`config.mk`:
```
export PLATFORM = sky130hd
export DESIGN_NAME = pwrhs_top
export DESIGN_NICKNAME = d
export VERILOG_FILES = /design/src/rtl/pwrhs_pkg.sv /design/src/rtl/pwrhs_ctrl.sv /design/src/rtl/pwrhs_dp.sv /design/src/rtl/pwrhs_top.sv
export SDC_FILE = /design/constraint.sdc
export NUM_CORES = 1
export LEC_CHECK = 0
export BUFFER_PORTS_ARGS = -buffer_cell sky130_fd_sc_hd__buf_2
export CAP_MARGIN = 0
export CORE_MARGIN = 3
export CORE_UTILIZATION = 39
export DETAILED_ROUTE_END_ITERATION = 16
export PLACE_DENSITY_LB_ADDON = 0.3
export SLEW_MARGIN = 25
export SYNTH_ARGS = -nofsm -noshare
export SYNTH_HDL_FRONTEND = slang
export SYNTH_HIERARCHICAL = 1
export SYNTH_SLANG_ARGS = --single-unit
```
`constraint.sdc`:
```
create_clock -name clk -period 3.2 [get_ports clk]
set_input_delay 0.64 -clock clk [delete_from_list [all_inputs] [get_ports clk]]
set_output_delay 0.64 -clock clk [all_outputs]
set_load 0.005 [all_outputs]
```
`src/rtl/pwrhs_pkg.sv`:
```
package pwrhs_pkg;
  localparam int NDOM      = 2;   // domain 0 = PHY, domain 1 = PLL
  localparam int ADDR_W    = 2;
  localparam int DATA_W    = 32;
  localparam int ADDR_CTRL = 0;
  localparam int ADDR_CFG0 = 1;   // configuration of domain d at ADDR_CFG0 + d
  localparam int MODE_BIT  = 31;

  // command field LSB and status field LSB of domain d inside the control word
  function automatic int cmdLsb(input int d);
    return 6 - 4 * d;
  endfunction

  function automatic int statLsb(input int d);
    return 4 - 4 * d;
  endfunction

  typedef struct packed {
    logic cmdLoad;
    logic settleStart;
    logic settleCancel;
    logic settleDone;
    logic settleTick;
    logic cfgLoad;
  } domStrobe_t;
endpackage

```
`src/rtl/pwrhs_ctrl.sv`:
```
module pwrhs_ctrl
  import pwrhs_pkg::*;
(
  input  logic                            regWr,
  input  logic [ADDR_W-1:0]               regAddr,
  input  logic [NDOM-1:0][1:0]            newCmdVec,
  input  logic [NDOM-1:0][1:0]            statVec,
  input  logic [NDOM-1:0]                 busyVec,
  input  logic [NDOM-1:0]                 cntZeroVec,
  input  logic [NDOM-1:0]                 ackModeVec,
  input  logic [NDOM-1:0]                 ackVec,
  output domStrobe_t [NDOM-1:0]           strobeVec
);
  logic wrCtrl;
  assign wrCtrl = regWr && (regAddr == ADDR_W'(ADDR_CTRL));

  for (genvar d = 0; d < NDOM; d++) begin : g_dom
    logic sameTarget;
    logic settleReady;
    assign sameTarget  = (newCmdVec[d] == statVec[d]);
    assign settleReady = ackModeVec[d] ? ackVec[d] : cntZeroVec[d];

    always_comb begin
      strobeVec[d]              = '0;
      strobeVec[d].cmdLoad      = wrCtrl;
      strobeVec[d].settleStart  = wrCtrl && !sameTarget;
      strobeVec[d].settleCancel = wrCtrl && sameTarget;
      strobeVec[d].settleDone   = !wrCtrl && busyVec[d] && settleReady;
      strobeVec[d].settleTick   = !wrCtrl && busyVec[d] && !ackModeVec[d] && !cntZeroVec[d];
      strobeVec[d].cfgLoad      = regWr && (regAddr == ADDR_W'(ADDR_CFG0 + d));
    end
  end
endmodule

```
`src/rtl/pwrhs_dp.sv`:
```
module pwrhs_dp
  import pwrhs_pkg::*;
#(
  parameter int CNT_W = 12
) (
  input  logic                            clk,
  input  logic                            rstN,
  input  domStrobe_t [NDOM-1:0]           strobeVec,
  input  logic [NDOM-1:0][1:0]            newCmdVec,
  input  logic [CNT_W-1:0]                cfgDelay,
  input  logic                            cfgMode,
  output logic [NDOM-1:0][1:0]            cmdVec,
  output logic [NDOM-1:0][1:0]            statVec,
  output logic [NDOM-1:0]                 busyVec,
  output logic [NDOM-1:0]                 cntZeroVec,
  output logic [NDOM-1:0]                 ackModeVec,
  output logic [NDOM-1:0][CNT_W-1:0]      dlyVec
);
  for (genvar d = 0; d < NDOM; d++) begin : g_dom
    logic [CNT_W-1:0] cntQ;

    assign cntZeroVec[d] = (cntQ == '0);

    always_ff @(posedge clk or negedge rstN) begin
      if (!rstN) begin
        dlyVec[d]     <= '0;
        ackModeVec[d] <= 1'b0;
      end else if (strobeVec[d].cfgLoad) begin
        dlyVec[d]     <= cfgDelay;
        ackModeVec[d] <= cfgMode;
      end
    end

    always_ff @(posedge clk or negedge rstN) begin
      if (!rstN) begin
        cmdVec[d] <= 2'b00;
      end else if (strobeVec[d].cmdLoad) begin
        cmdVec[d] <= newCmdVec[d];
      end
    end

    always_ff @(posedge clk or negedge rstN) begin
      if (!rstN) begin
        statVec[d] <= 2'b00;
        busyVec[d] <= 1'b0;
        cntQ       <= '0;
      end else if (strobeVec[d].settleStart) begin
        busyVec[d] <= 1'b1;
        cntQ       <= dlyVec[d];
      end else if (strobeVec[d].settleCancel) begin
        busyVec[d] <= 1'b0;
      end else if (strobeVec[d].settleDone) begin
        statVec[d] <= cmdVec[d];
        busyVec[d] <= 1'b0;
      end else if (strobeVec[d].settleTick) begin
        cntQ <= cntQ - CNT_W'(1);
      end
    end
  end
endmodule

```
`src/rtl/pwrhs_top.sv`:
```
module pwrhs_top
  import pwrhs_pkg::*;
#(
  parameter int CNT_W = 12
) (
  input  logic              clk,
  input  logic              rstN,
  input  logic              regWr,
  input  logic [1:0]        regAddr,
  input  logic [31:0]       regWdata,
  output logic [31:0]       regRdata,
  input  logic              phyAck,
  input  logic              pllAck,
  output logic [1:0]        phyPwrReq,
  output logic [1:0]        pllPwrReq
);
  logic [NDOM-1:0][1:0]       newCmdVec;
  logic [NDOM-1:0][1:0]       cmdVec;
  logic [NDOM-1:0][1:0]       statVec;
  logic [NDOM-1:0]            busyVec;
  logic [NDOM-1:0]            cntZeroVec;
  logic [NDOM-1:0]            ackModeVec;
  logic [NDOM-1:0]            ackVec;
  logic [NDOM-1:0][CNT_W-1:0] dlyVec;
  domStrobe_t [NDOM-1:0]      strobeVec;
  logic                       unusedWdata;

  assign unusedWdata = ^regWdata;
  assign ackVec      = {pllAck, phyAck};

  for (genvar d = 0; d < NDOM; d++) begin : g_field
    assign newCmdVec[d] = regWdata[cmdLsb(d) +: 2];
  end

  pwrhs_ctrl ctrl_i (
    .regWr      (regWr),
    .regAddr    (regAddr),
    .newCmdVec  (newCmdVec),
    .statVec    (statVec),
    .busyVec    (busyVec),
    .cntZeroVec (cntZeroVec),
    .ackModeVec (ackModeVec),
    .ackVec     (ackVec),
    .strobeVec  (strobeVec)
  );

  pwrhs_dp #(.CNT_W(CNT_W)) dp_i (
    .clk        (clk),
    .rstN       (rstN),
    .strobeVec  (strobeVec),
    .newCmdVec  (newCmdVec),
    .cfgDelay   (regWdata[CNT_W-1:0]),
    .cfgMode    (regWdata[MODE_BIT]),
    .cmdVec     (cmdVec),
    .statVec    (statVec),
    .busyVec    (busyVec),
    .cntZeroVec (cntZeroVec),
    .ackModeVec (ackModeVec),
    .dlyVec     (dlyVec)
  );

  always_comb begin
    regRdata = '0;
    if (regAddr == ADDR_W'(ADDR_CTRL)) begin
      for (int i = 0; i < NDOM; i++) begin
        regRdata[cmdLsb(i) +: 2]  = cmdVec[i];
        regRdata[statLsb(i) +: 2] = statVec[i];
      end
    end
    for (int i = 0; i < NDOM; i++) begin
      if (regAddr == ADDR_W'(ADDR_CFG0 + i)) begin
        regRdata[MODE_BIT]    = ackModeVec[i];
        regRdata[CNT_W-1:0]   = dlyVec[i];
      end
    end
  end

  assign phyPwrReq = cmdVec[0];
  assign pllPwrReq = cmdVec[1];
endmodule

```
# Word-level counts from Yosys, hierarchy flattened
# Index checks and enable logic that the tools add are counted.
# word_totals
regBits,60
in_bits,39
elab_cells,80
out_inout_bits,36
# classes
eq_ne,8
bitwise,4
reduce_logical,33
addsub,2
muxes,21
# op_table
operator,n
2-to-1 mux 12 bit,10
zero test 12 bit,2
subtractor 12 x 1 -> 12 bit (second input constant),2
logical AND 1 bit,15
AND reduction 3 bit,4
2-to-1 mux 1 bit,10
2-to-1 mux 8 bit,1
!= test 2 x 1 -> 1 bit (second input constant),4
zero test 1 bit,7
nonzero test 3 bit,2
== test 2 bit,2
inverter 1 bit,4
nonzero test 2 bit,2
== test 2 x 1 -> 1 bit (second input constant),1
== test 2 bit (second input constant),1
zero test 2 bit,1

# Longest topological paths before layout
# Gate-level depths: netlist of run 1.
# logic_depth
depth_word,10
mapped_depth,10
mapped_depth_nobuf,9

# Hierarchy
# The synthesis of run 1 kept the hierarchy.
# modules_own_cells
mod,instances,seq_area_each_um2,area_each_um2,cells_each
pwrhs_dp,1,1501.4,2717.6,227
pwrhs_top,1,0.0,407.9,46
pwrhs_ctrl,1,0.0,162.7,20

# Least setup slack after synthesis of run 1
# OpenSTA, ideal clock, no wires.
# synth_timing
path_kind,register -> register
start,register dp_i.g_dom[0].cntQ[8]
end,register dp_i/statVec[0] (netlist name)
setup_time_ns,0.125
arrival_time_ns,2.215
path_stages_with_launch,8
path_slack_ns,0.860
n_path_buf,0
required_ns,3.075
period_less_slack_ns,2.340
path_cell_list,dfrtp_1 > nor4_1 > nand2_1 > nor4b_1 > mux2_2 > and3_1 > nor3b_1 > mux2_2
# synth_rtl
item,line_no,source
from (decl),pwrhs_dp.sv:20,logic [CNT_W-1:0] cntQ;
from (signal assigned),pwrhs_dp.sv:49,cntQ <= dlyVec[d];
from (signal assigned),pwrhs_dp.sv:56,cntQ <= cntQ - CNT_W'(1);
"to (signal, indexed assignment)",pwrhs_dp.sv:53,statVec[d] <= cmdVec[d];
to (decl),pwrhs_dp.sv:13,"output logic [NDOM-1:0][1:0] statVec,"

==> results of run 1 <==
## Yosys cell counts, drive strengths merged
cell type and number:
a21o 2, a21oi 2, a22o 5, and3 4
and3b 2, and4 1, buf 27, clkbuf 4
conb 1, dfrtp 60, ha 4, inv 5
mux2 40, mux2i 9, nand2 26, nand3 4
nand4 5, nand4b 1, nand4bb 1, nor2 7
nor2b 2, nor3 7, nor3b 4, nor4 6
nor4b 4, nor4bb 1, o21ai 21, o2bb2ai 8
or3 2, or3b 1, or4 1, xnor2 12
xor2 14
## report_power, final
part	switching [W]	total, W	internal, W
Combinational	0.000413	0.000870	0.000456
Clock	0.000303	0.000785	0.000482
Sequential	0.000271	0.00129	0.00102
## through the flow
step                      area [sq um]  power [W]  utilization, %  instances
final                             3751   0.002946           47.08        444
after global routing              3751   0.003151           47.08        444
after CTS                         3751   0.002972           47.08        444
after detailed placement          3516   0.002172           44.13        428
after global placement            3516   0.002138           44.13        428
after floorplan                   3356   0.001903               -        311
## cell usage in the layout, fill, tap and decap left out, types with 5 or more instances in the layout
cell | Yosys | routed
mux2_2 | 40 | 40
mux2i_1 | 9 | 9
o21ai_1 | 17 | 17
xnor2_1 | 12 | 12
clkbuf_8 | 0 | 11
xor2_1 | 14 | 14
nor2_1 | 7 | 7
dfrtp_1 | 60 | 60
nor3_1 | 7 | 7
nand4_1 | 5 | 5
conb_1 | 1 | 19
buf_2 | 1 | 36
buf_4 | 21 | 10
nor4_1 | 5 | 5
nand2_1 | 26 | 26
o2bb2ai_1 | 8 | 8
## flip-flops by register name (all words and copies together) (netlist names)
name,count
dp_i/statVec,4
dp_i/ackModeVec,2
dp_i/g_dom.cntQ,24
dp_i/busyVec,2
dp_i/cmdVec,4
dp_i/dlyVec,24
## worst paths after layout
check / to / slack [ns]
worst max-delay path: dp_i/statVec[0]$_DFFE_PN0P_ / 0.35
worst min-delay path: dp_i/g_dom[1].cntQ[10]$_DFFE_PN0P_ / 0.24
worst max register to register: dp_i/statVec[0]$_DFFE_PN0P_ / 0.35
worst min register to register: dp_i/busyVec[0]$_DFFE_PN0P_ / 0.49
max in group asynchronous: dp_i/g_dom[0].cntQ[3]$_DFFE_PN0P_ / 2.27
min in group clk: dp_i/busyVec[0]$_DFFE_PN0P_ / 0.49
## layer usage
metal	vias to the layer above	GRT usage [%]
met1	1119	21.06
met5	-	0
li1	1104	-
met2	68	23.66
met4	0	3.834
met3	8	4.643
## cells by family after synthesis
logic type,Yosys count,share of synthesized area [%]
flip-flops,60,45.66
other,1,0.1140
AND/OR/NAND/NOR,79,14.42
AO/OA/AOI/OAI,38,7.496
XOR/XNOR,26,6.925
multiplexers,49,16.44
adder cells (fa/ha/maj),4,1.522
buffers and inverters,36,7.420
## layout make-up
type	instances	area [sq um]	area share [%]
Sequential cell	60	1501	40.03
Multi-Input combinational cell	215	1610	42.93
Clock buffer	11	151.4	4.036
Clock inverter	5	83.83	2.235
Inverter	5	21.27	0.5670
Timing Repair Buffer	46	255.2	6.805
Tap cell	102	127.6	3.402
==> results by group, run 1 <==
Setup path
  • R2r worst-path depth: 7
  • Critical path endpoint category: flip-flop
  • Cell seen most often among critical-path stages: mux2_2
  • Critical path launch point type: flip-flop
  • Worst path bufs/invs: 0
  • Crit. path cell count: 7
  • Critical Path RT: 3.42 ns
  • WP data arrival: 3.07 ns
  • Delay-heaviest family, CP: simple AND/OR/NAND/NOR gates
  • Critical path class: flip-flop to flip-flop
  • Worst r2r src: dp_i/g_dom[0].cntQ[7]$_DFFE_PN0P_
  • Slowest-stage cell, CP: nor4_1
  • Largest stage delay, worst path: 0.52 ns
  • Worst path cell trace: nor4_1 -> nand2_1 -> nor4b_1 -> mux2_2 -> and3_1 -> nor3b_1 -> mux2_2
  • CP startpoint: dp_i/g_dom[0].cntQ[7]$_DFFE_PN0P_
  • Crit-path max FO: 5

Detailed routing
  • Met1 wire length: 3.401 mm
  • Pre-Repair DR Iteration Count: 4
  • Via density: 5.178
  • DR iter-0 viols: 103
  • Top layer in use: met4
  • Drt wl/cell: 15.83 um
  • Routed wire length: 7.027 mm
  • WL met3: 344 um
  • DRC: 0
  • Vias: 2,299
  • Remaining antenna violation count: 0
  • Detail Route met2 WL: 3.214 mm

Global routing
  • GRT overflow: 0
  • Vias in the first global route: 2,340
  • Largest net degree at the start of global routing: 26
  • All-layer global routing usage: 15.30%
  • First-pass GRT wire length: 11.62 mm
  • Initial antenna violation count: 0

Timing
  • Setup WS post-layout: 0.3498 ns
  • Max Freq: 0.3509 GHz
  • Slew Limit Headroom: 54.44%
  • Final setup violation count: 0
  • Fin. Hold Viols: 0
  • Hold slack: 0.2406 ns
  • Slew @ Worst Pin: 0.6782 ns
  • Slew Viols, Final: 0
  • Fin crit share: 89.07%
  • Unrepaired setup endpoints after global routing: no
  • Setup TNS: 0 ns
  • Post-route minimum period: 2.850 ns
  • Fin Clk Skew: 0.006324 ns

Floorplan
  • Initial Util: 41.27%
  • Die span in y: 97.82 um
  • Num rows: 32
  • Die footprint: 9569 sq um
  • Die Wd: 97.82 um
  • Ports: 75
  • Core Area: 7968 sq um

Synthesis
  • Synthesized cell area: 3288 sq um
  • Synth warn: 6
  • Area share of the largest cell type after synthesis: 45.66%
  • Mapped Avg Cell Area: 11.22 sq um
  • Yosys reg bits: 60
  • Post-Synthesis Cells: 293
  • Synth area leaders: dfrtp_1 46%, mux2_2 14%, buf_4 4.8%
  • Sequential area share after synthesis: 45.66%
  • Synth unique cells: 41
  • Synth area leader: dfrtp_1

CTS
  • Post-CTS Resized: 0
  • Num Clock Sinks: 60
  • Clock transition at path regs: 0.07 ns
  • Clock latency on the worst-skew pair: 0.33 ns
  • CTS root buffer: clkbuf_8
  • CTS tree: built
  • Hold-fix buffers, CTS: 0
  • H-tree Lvls: 3
  • Maximum clock path buffer count: 2
  • Setup bufs post-CTS: 0
  • CTS Buf Count: 9

Pwr
  • Pwr per Cell Area: 785.5 nW/um^2
  • Leakage: 1.639 nW
  • VDD IR-drop max: 0.3833 mV

Worst hold path
  • Min-delay worst type: primary input to asynchronous set/reset pin

Finish
  • Synth-to-layout area growth: 14.08%
  • Filler cells: 763
  • Diode count: 0
  • Net count reported at finish: 380
  • Layout cells sized above 1: 32.75%

Placement
  • PortBufs: 36
  • Detailed placement HPWL: 5.251 mm
  • Routability congestion estimate: 0.8575
  • Worst slack, placed: 0.3951 ns

Run
  • Max-cap violation count: 0

Run status
  • Status: finished, final reports clean
Note: power is estimated with default switching activity, not from simulation.
==> run 2, diff against run 1 <==
--- a/config.mk
+++ b/config.mk
@@ -14,5 +14,4 @@
 export SLEW_MARGIN = 25
 export SYNTH_ARGS = -nofsm -noshare
 export SYNTH_HDL_FRONTEND = slang
-export SYNTH_HIERARCHICAL = 1
 export SYNTH_SLANG_ARGS = --single-unit
==> constraint.sdc (replaced) <==
create_clock -name clk -period 2.7 [get_ports clk]
set_input_delay 0.54 -clock clk [delete_from_list [all_inputs] [get_ports clk]]
set_output_delay 0.54 -clock clk [all_outputs]
set_load 0.005 [all_outputs]
==> run 2 against run 1 <==
Hold slack lost 0.061 ns. Worst setup slack better by 0.040 ns. Wire length up 14%. Largest power group unchanged.
==> results by group, run 2 <==
Run status
  • Status: finished, final reports clean

Timing
  • Fin. Hold Viols: 0 (unchanged)
  • Slew Viols, Final: 0 (unchanged)
  • Setup WS post-layout: 0.3898 ns (+0.03998 ns)
  • Post-route minimum period: 2.310 ns
  • Final setup violation count: 0 (unchanged)
  • Slew Limit Headroom: 46.20% (-8.2 points)
  • Unrepaired setup endpoints after global routing: no
  • Fin crit share: 85.56%
  • Setup TNS: 0 ns (unchanged)
  • Hold slack: 0.1795 ns (-0.06107 ns)
  • Max Freq: 0.4329 GHz
  • Slew @ Worst Pin: 0.8009 ns (+0.1227 ns)
  • Fin Clk Skew: 0.005274 ns (-0.001050 ns)

Floorplan
  • Core Area: 8258 sq um (+3.6%)
  • Num rows: 33 (+3.1%)
  • Die footprint: 9672 sq um (+1.1%)
  • Die Wd: 98.35 um (+0.54%)
  • Initial Util: 40.27% (-1.0 points)
  • Ports: 75 (unchanged)
  • Die span in y: 98.35 um (+0.54%)

Detailed routing
  • Vias: 2,710 (+18%)
  • Routed wire length: 8.045 mm (+14%)
  • Pre-Repair DR Iteration Count: 4 (unchanged)
  • Via density: 5.576 (+7.7%)
  • DRC: 0 (unchanged)
  • Remaining antenna violation count: 0 (unchanged)
  • Drt wl/cell: 16.55 um (+4.6%)
  • DR iter-0 viols: 128 (+24%)

Setup path
  • Critical path endpoint category: output port
  • Critical Path RT: 2.16 ns (-1.26 ns)
  • Crit-path max FO: 12 (+7)
  • WP data arrival: 1.77 ns (-1.30 ns)
  • Critical path launch point type: primary input
  • Critical path class: primary input to output port

Finish
  • Largest registers: dp_i.dlyVec (24), dp_i.g_dom.cntQ (24)
  • Diode count: 0 (unchanged)
  • Synth-to-layout area growth: 12.49%
  • Most common cell after layout, fill and taps aside: dfrtp_1
  • Net count reported at finish: 421 (+11%)
  • Commonest non-fill, non-tap cells in the layout: 60 x dfrtp_1, 43 x nand2_1, 36 x buf_2
  • Layout cells sized above 1: 24.67% (-8.1 points)

Synthesis
  • Mapped Avg Cell Area: 9.927 sq um (-12%)
  • Synth unique cells: 43 (+4.9%)
  • Area share of the largest cell type after synthesis: 45.15% (-0.52 points)
  • Yosys reg bits: 60 (unchanged)
  • Synth async-reset ratio: 100.0% (unchanged)
  • Post-Synthesis Cells: 335 (+14%)
  • Synthesized cell area: 3326 sq um (+1.1%)
  • Most frequent cell after synthesis: dfrtp_1
  • Sequential area share after synthesis: 45.15% (-0.52 points)
  • Ys flop type: dfrtp_1
  • Number of synthesized flops with an enable pin: 0 (unchanged)
  • Synth cell count leaders: 60 x dfrtp_1, 43 x nand2_1, 30 x mux2_2
  • Synth warn: 0 (-6)
  • Synth area leader: dfrtp_1
  • Synth area leaders: dfrtp_1 45%, mux2_2 10%, nand2_1 4.9%

Pwr
  • VDD IR-drop max: 0.3478 mV (-9.3%)
  • Leakage: 1.649 nW (+0.58%)
  • Pwr per Cell Area: 820.8 nW/um^2 (+4.5%)

CTS
  • Num Clock Sinks: 60 (unchanged)
  • H-tree Lvls: 3 (unchanged)
  • Setup bufs post-CTS: 0 (unchanged)
  • Clock latency on the worst-skew pair: 0.33 ns (about the same)
  • CTS tree: built
  • Post-CTS Resized: 0 (unchanged)
  • Maximum clock path buffer count: 2 (unchanged)
  • CTS Buf Count: 9 (unchanged)
  • CTS root buffer: clkbuf_8
  • Clock transition at path regs: 0.06 ns (about the same)
  • Hold-fix buffers, CTS: 0 (unchanged)

Placement
  • PortBufs: 36 (unchanged)
  • Detailed placement HPWL: 5.996 mm (+14%)
  • Worst slack, placed: 0.3678 ns (-0.02735 ns)
  • Routability congestion estimate: 0.9035 (+5.4%)

Run
  • Max-cap violation count: 0 (unchanged)

Global routing
  • GRT overflow: 0 (unchanged)
  • Vias in the first global route: 2,473 (+5.7%)
  • All-layer global routing usage: 16.97% (+1.7 points)
  • First-pass GRT wire length: 13.12 mm (+13%)
  • Initial antenna violation count: 0 (unchanged)
  • Largest net degree at the start of global routing: 24 (-7.7%)

Worst hold path
  • Min-delay worst type: primary input to asynchronous set/reset pin
-- run 2: cell types whose count changed in the layout (fill, tap and decap cells not counted), moves of 11 or more --
cell	previous run	this run
o21ai_0	4	19
nand2_1	26	43
a31oi_1	0	11
o21ai_1	17	1
xnor2_1	12	0
or4_1	0	13
-- run 2: per-layer routing --
| metal | wire, um | up-vias | GRT usage, % |
|---|---|---|---|
| met5 | 0 | - | 0 |
| met4 | 59 | 0 | 4.097 |
| met1 | 3977 | 1324 | 25.23 |
| met3 | 423 | 7 | 4.000 |
| met2 | 3584 | 85 | 25.07 |
| li1 | - | 1294 | - |
-- run 2: cells by family after synthesis --
family | Yosys count | share of synthesized area [%]
simple gates | 129 | 20.54
compound gates | 61 | 12.34
flops | 60 | 45.15
mux | 39 | 12.87
buf+inv | 37 | 6.434
fa+ha+maj | 4 | 1.505
xor+xnor | 4 | 1.053
other cells | 1 | 0.1128
-- run 2: final cells by class --
type	instances	area [sq um]
inverters	5	18.77
clock buffers	11	141.4
fillers	828	4517
well taps	105	131.4
multi-input cells	256	1678
repair buffers	46	255.2
flip-flops and latches	60	1501
clock inverters	3	15.01
-- run 2: final timing paths --
kind	cells after the start	endpoint	slack (ns)	start
max	6	regRdata[0]	0.39	regAddr[1]
min	1	dp_i.g_dom[1].cntQ[11]$_DFFE_PN0P_	0.18	rstN
max reg2reg	6	dp_i.g_dom[1].cntQ[8]$_DFFE_PN0P_	0.40	dp_i.g_dom[1].cntQ[0]$_DFFE_PN0P_
min reg2reg	2	dp_i.g_dom[1].cntQ[6]$_DFFE_PN0P_	0.53	dp_i.dlyVec[18]$_DFFE_PN0P_
max in group asynchronous	2	dp_i.dlyVec[18]$_DFFE_PN0P_	1.84	rstN
min in group clk	2	dp_i.dlyVec[21]$_DFFE_PN0P_	0.46	regWdata[9]
-- run 2: through the flow --
stage          power [W]  instance area, sq um  util (%)  instances
2_1_floorplan   0.002093                  3393         -        353
6_report        0.003071                  3741     45.30        486
4_1_cts         0.003095                  3741     45.30        486
3_5_place_dp    0.002410                  3585     43.41        472
3_3_place_gp    0.002367                  3585     43.41        472
5_1_grt         0.003304                  3741     45.30        486
-- run 2: worst max-delay path, cell delays in order --
cell     delay (ns)
buf_2          0.22
nor2b_1        0.42
buf_4          0.26
nand2_1        0.06
o21ai_0        0.10
buf_2          0.17
-- run 2: where the power goes --
group,internal [W],leakage [nW],total (W),switching [W]
clock network,0.000343,0.0848,0.000667,0.000324
registers,0.00120,0.719,0.00151,0.000314
logic,0.000429,0.845,0.000894,0.000465
total,0.00197,1.65,0.00307,0.00110
==> run 3, diff against run 2 <==
--- a/config.mk
+++ b/config.mk
@@ -5,11 +5,12 @@
 export SDC_FILE = /design/constraint.sdc
 export NUM_CORES = 1
 export LEC_CHECK = 0
-export BUFFER_PORTS_ARGS = -buffer_cell sky130_fd_sc_hd__buf_2
 export CAP_MARGIN = 0
+export CORE_ASPECT_RATIO = 0.8
 export CORE_MARGIN = 3
 export CORE_UTILIZATION = 39
 export DETAILED_ROUTE_END_ITERATION = 16
+export DONT_BUFFER_PORTS = 1
 export PLACE_DENSITY_LB_ADDON = 0.3
 export SLEW_MARGIN = 25
 export SYNTH_ARGS = -nofsm -noshare
==> run 3 against run 2 <==
Register-to-register slack got worse by 0.04 ns. Hold slack worse by 0.13 ns. Sequential power about the same. Via count fell by 3.0%. Cell count down 6.6%. Utilization is 1.0 points lower. Clock skew up 0.0013 ns. Critical path depth unchanged. Global-route usage up 1.9 points. Wire length rose by 2.0%. Non-clock buffer count is 37 lower. Largest cell class unchanged. Largest power group unchanged.
==> results by group, run 3 (synthesis gave the netlist of run 2 again) <==
Placement
  • Routability congestion estimate: 0.8589 (-4.9%)
  • PortBufs: 0 (-100%)
  • Placed Area: 3393 sq um (-5.3%)
  • Worst slack, placed: 0.3983 ns (+0.03048 ns)
  • Detailed placement HPWL: 5.944 mm (-0.86%)

Global routing
  • GRT overflow: 0 (unchanged)
  • First-pass GRT wire length: 13.74 mm (+4.7%)
  • Largest net degree at the start of global routing: 61 (+150%)
  • Vias in the first global route: 2,624 (+6.1%)
  • Initial antenna violation count: 0 (unchanged)
  • All-layer global routing usage: 18.87% (+1.9 points)

Detailed routing
  • Routed wire length: 8.202 mm (+2.0%)
  • Vias: 2,630 (-3.0%)
  • DR iter-0 viols: 214 (+67%)
  • Remaining antenna violation count: 0 (unchanged)
  • DRC: 0 (unchanged)
  • Via density: 5.793 (+3.9%)
  • Pre-Repair DR Iteration Count: 4 (unchanged)
  • Drt wl/cell: 18.07 um (+9.1%)

Timing
  • Fin. Hold Viols: 0 (unchanged)
  • Slew Viols, Final: 0 (unchanged)
  • Fin Clk Skew: 0.006568 ns (+0.001294 ns)
  • Unrepaired setup endpoints after global routing: no
  • Slew @ Worst Pin: 0.8041 ns (+0.003248 ns)
  • Fin crit share: 86.60% (+1.0 points)
  • Final setup violation count: 0 (unchanged)
  • Post-route minimum period: 2.338 ns (+0.02797 ns)
  • Setup WS post-layout: 0.3618 ns (-0.02797 ns)
  • Setup TNS: 0 ns (unchanged)
  • Slew Limit Headroom: 45.98% (-0.22 points)
  • Max Freq: 0.4277 GHz (-1.2%)
  • Hold slack: 0.05335 ns (-0.1262 ns)

CTS
  • Clock transition at path regs: 0.07 ns (about the same)
  • Num Clock Sinks: 60 (unchanged)
  • CTS tree: built
  • Maximum clock path buffer count: 2 (unchanged)
  • Setup bufs post-CTS: 0 (unchanged)
  • CTS Buf Count: 9 (unchanged)
  • H-tree Lvls: 3 (unchanged)
  • CTS root buffer: clkbuf_8
  • Clock latency on the worst-skew pair: 0.35 ns (+0.02 ns)

Floorplan
  • Core Area: 8092 sq um (-2.0%)
  • Die Wd: 109.2 um (+11%)
  • Ports: 75 (unchanged)
  • Num rows: 29 (-12%)
  • Initial Util: 41.10% (+0.83 points)
  • Die footprint: 9679 sq um (about the same)
  • Die span in y: 88.60 um (-9.9%)

Finish
  • Largest registers: dp_i.dlyVec (24), dp_i.g_dom.cntQ (24)
  • Commonest non-fill, non-tap cells in the layout: 60 x dfrtp_1, 43 x nand2_1, 30 x mux2_2
  • Filler cells: 791 (-4.5%)
  • Synth-to-layout area growth: 7.750%
  • Layout cells sized above 1: 16.18% (-8.5 points)
  • Diode count: 0 (unchanged)
  • Design Area, Final: 3583 sq um (-4.2%)
  • Net count reported at finish: 384 (-8.8%)
  • Most common cell after layout, fill and taps aside: dfrtp_1

Setup path
  • WP data arrival: 2.62 ns (+0.85 ns)
  • Worst path bufs/invs: 1 (-2)
  • Slowest-stage cell, CP: or4b_1
  • Worst path cell trace: inv_1 -> ha_1 -> or3b_1 -> or4b_1 -> or4_1 -> nand3_1
  • Critical path launch point type: flip-flop
  • Critical path endpoint category: flip-flop
  • Crit-path max FO: 4 (-8)
  • Delay-heaviest family, CP: simple AND/OR/NAND/NOR gates
  • Critical Path RT: 2.98 ns (+0.82 ns)
  • Critical path class: flip-flop to flip-flop
  • Largest stage delay, worst path: 0.55 ns (+0.13 ns)

Pwr
  • Leakage: 1.499 nW (-9.1%)
  • VDD IR-drop max: 0.3823 mV (+9.9%)
  • Pwr per Cell Area: 850.9 nW/um^2 (+3.7%)

Run
  • Max-cap violation count: 0 (unchanged)

Worst hold path
  • Min-delay worst type: primary input to asynchronous set/reset pin

Run status
  • Status: finished, final reports clean
==> run 3: path summary, 6_finish.rpt <==
| path | depth (start not counted) | end | slack, ns | start |
|---|---|---|---|---|
| max in group asynchronous | 1 | dp_i.dlyVec[20]$_DFFE_PN0P_ | 2.38 | rstN |
| setup / recovery | 6 | dp_i.g_dom[1].cntQ[8]$_DFFE_PN0P_ | 0.36 | dp_i.g_dom[1].cntQ[0]$_DFFE_PN0P_ |
| setup reg to reg | 6 | dp_i.g_dom[1].cntQ[8]$_DFFE_PN0P_ | 0.36 | dp_i.g_dom[1].cntQ[0]$_DFFE_PN0P_ |
| hold reg to reg | 2 | dp_i.g_dom[1].cntQ[6]$_DFFE_PN0P_ | 0.51 | dp_i.dlyVec[18]$_DFFE_PN0P_ |
| min in group clk | 2 | dp_i.cmdVec[2]$_DFFE_PN0P_ | 0.30 | regWdata[2] |
| hold / removal | 1 | dp_i.dlyVec[2]$_DFFE_PN0P_ | 0.05 | rstN |
==> run 3: worst reg2reg max path, cell delays in order (launching register included) <==
cell	delay, ns
dfrtp_1	0.41
inv_1	0.12
ha_1	0.20
or3b_1	0.42
or4b_1	0.55
or4_1	0.49
nand3_1	0.10
==> run 3: routing by layer <==
metal | routed length (um) | vias up | part of all wire [%] | track usage (%)
li1 | - | 1217 | - | -
met1 | 4033 | 1309 | 49 | 27.28
met2 | 3324 | 90 | 41 | 25.98
met3 | 695 | 14 | 8.5 | 7.075
met4 | 148 | 0 | 1.8 | 6.229
met5 | 0 | - | 0 | 0
==> run 3: cell type report <==
type	instances	area, sq um	share of cell area, %
inverters	5	18.77	0.5237
multi-input cells	256	1678	46.82
well taps	108	135.1	3.771
clock buffers	14	152.6	4.260
clock inverters	2	10.01	0.2793
flip-flops and latches	60	1501	41.90
repair buffers	9	87.58	2.444
==> run 3: where the power goes <==
| part | switching [W] | total (W) | internal (W) |
|---|---|---|---|
| registers | 0.000321 | 0.00152 | 0.00120 |
| clock network | 0.000343 | 0.000699 | 0.000356 |
| logic | 0.000439 | 0.000833 | 0.000394 |
==> run 3: what timing repair did <==
item | in CTS | in global routing
resized for setup | 0 | 0
endpoints found under the hold margin | 60 | 0
hold buffers | 1 | 0
==> run 3: per-stage QoR <==
step / cells / util, % / total power, W
after floorplan: 353 / - / 0.002093
after global placement: 437 / 41.94 / 0.002293
after detailed placement: 437 / 41.94 / 0.002329
after CTS: 454 / 44.29 / 0.003069
after global routing: 454 / 44.29 / 0.003307
final: 454 / 44.29 / 0.003049
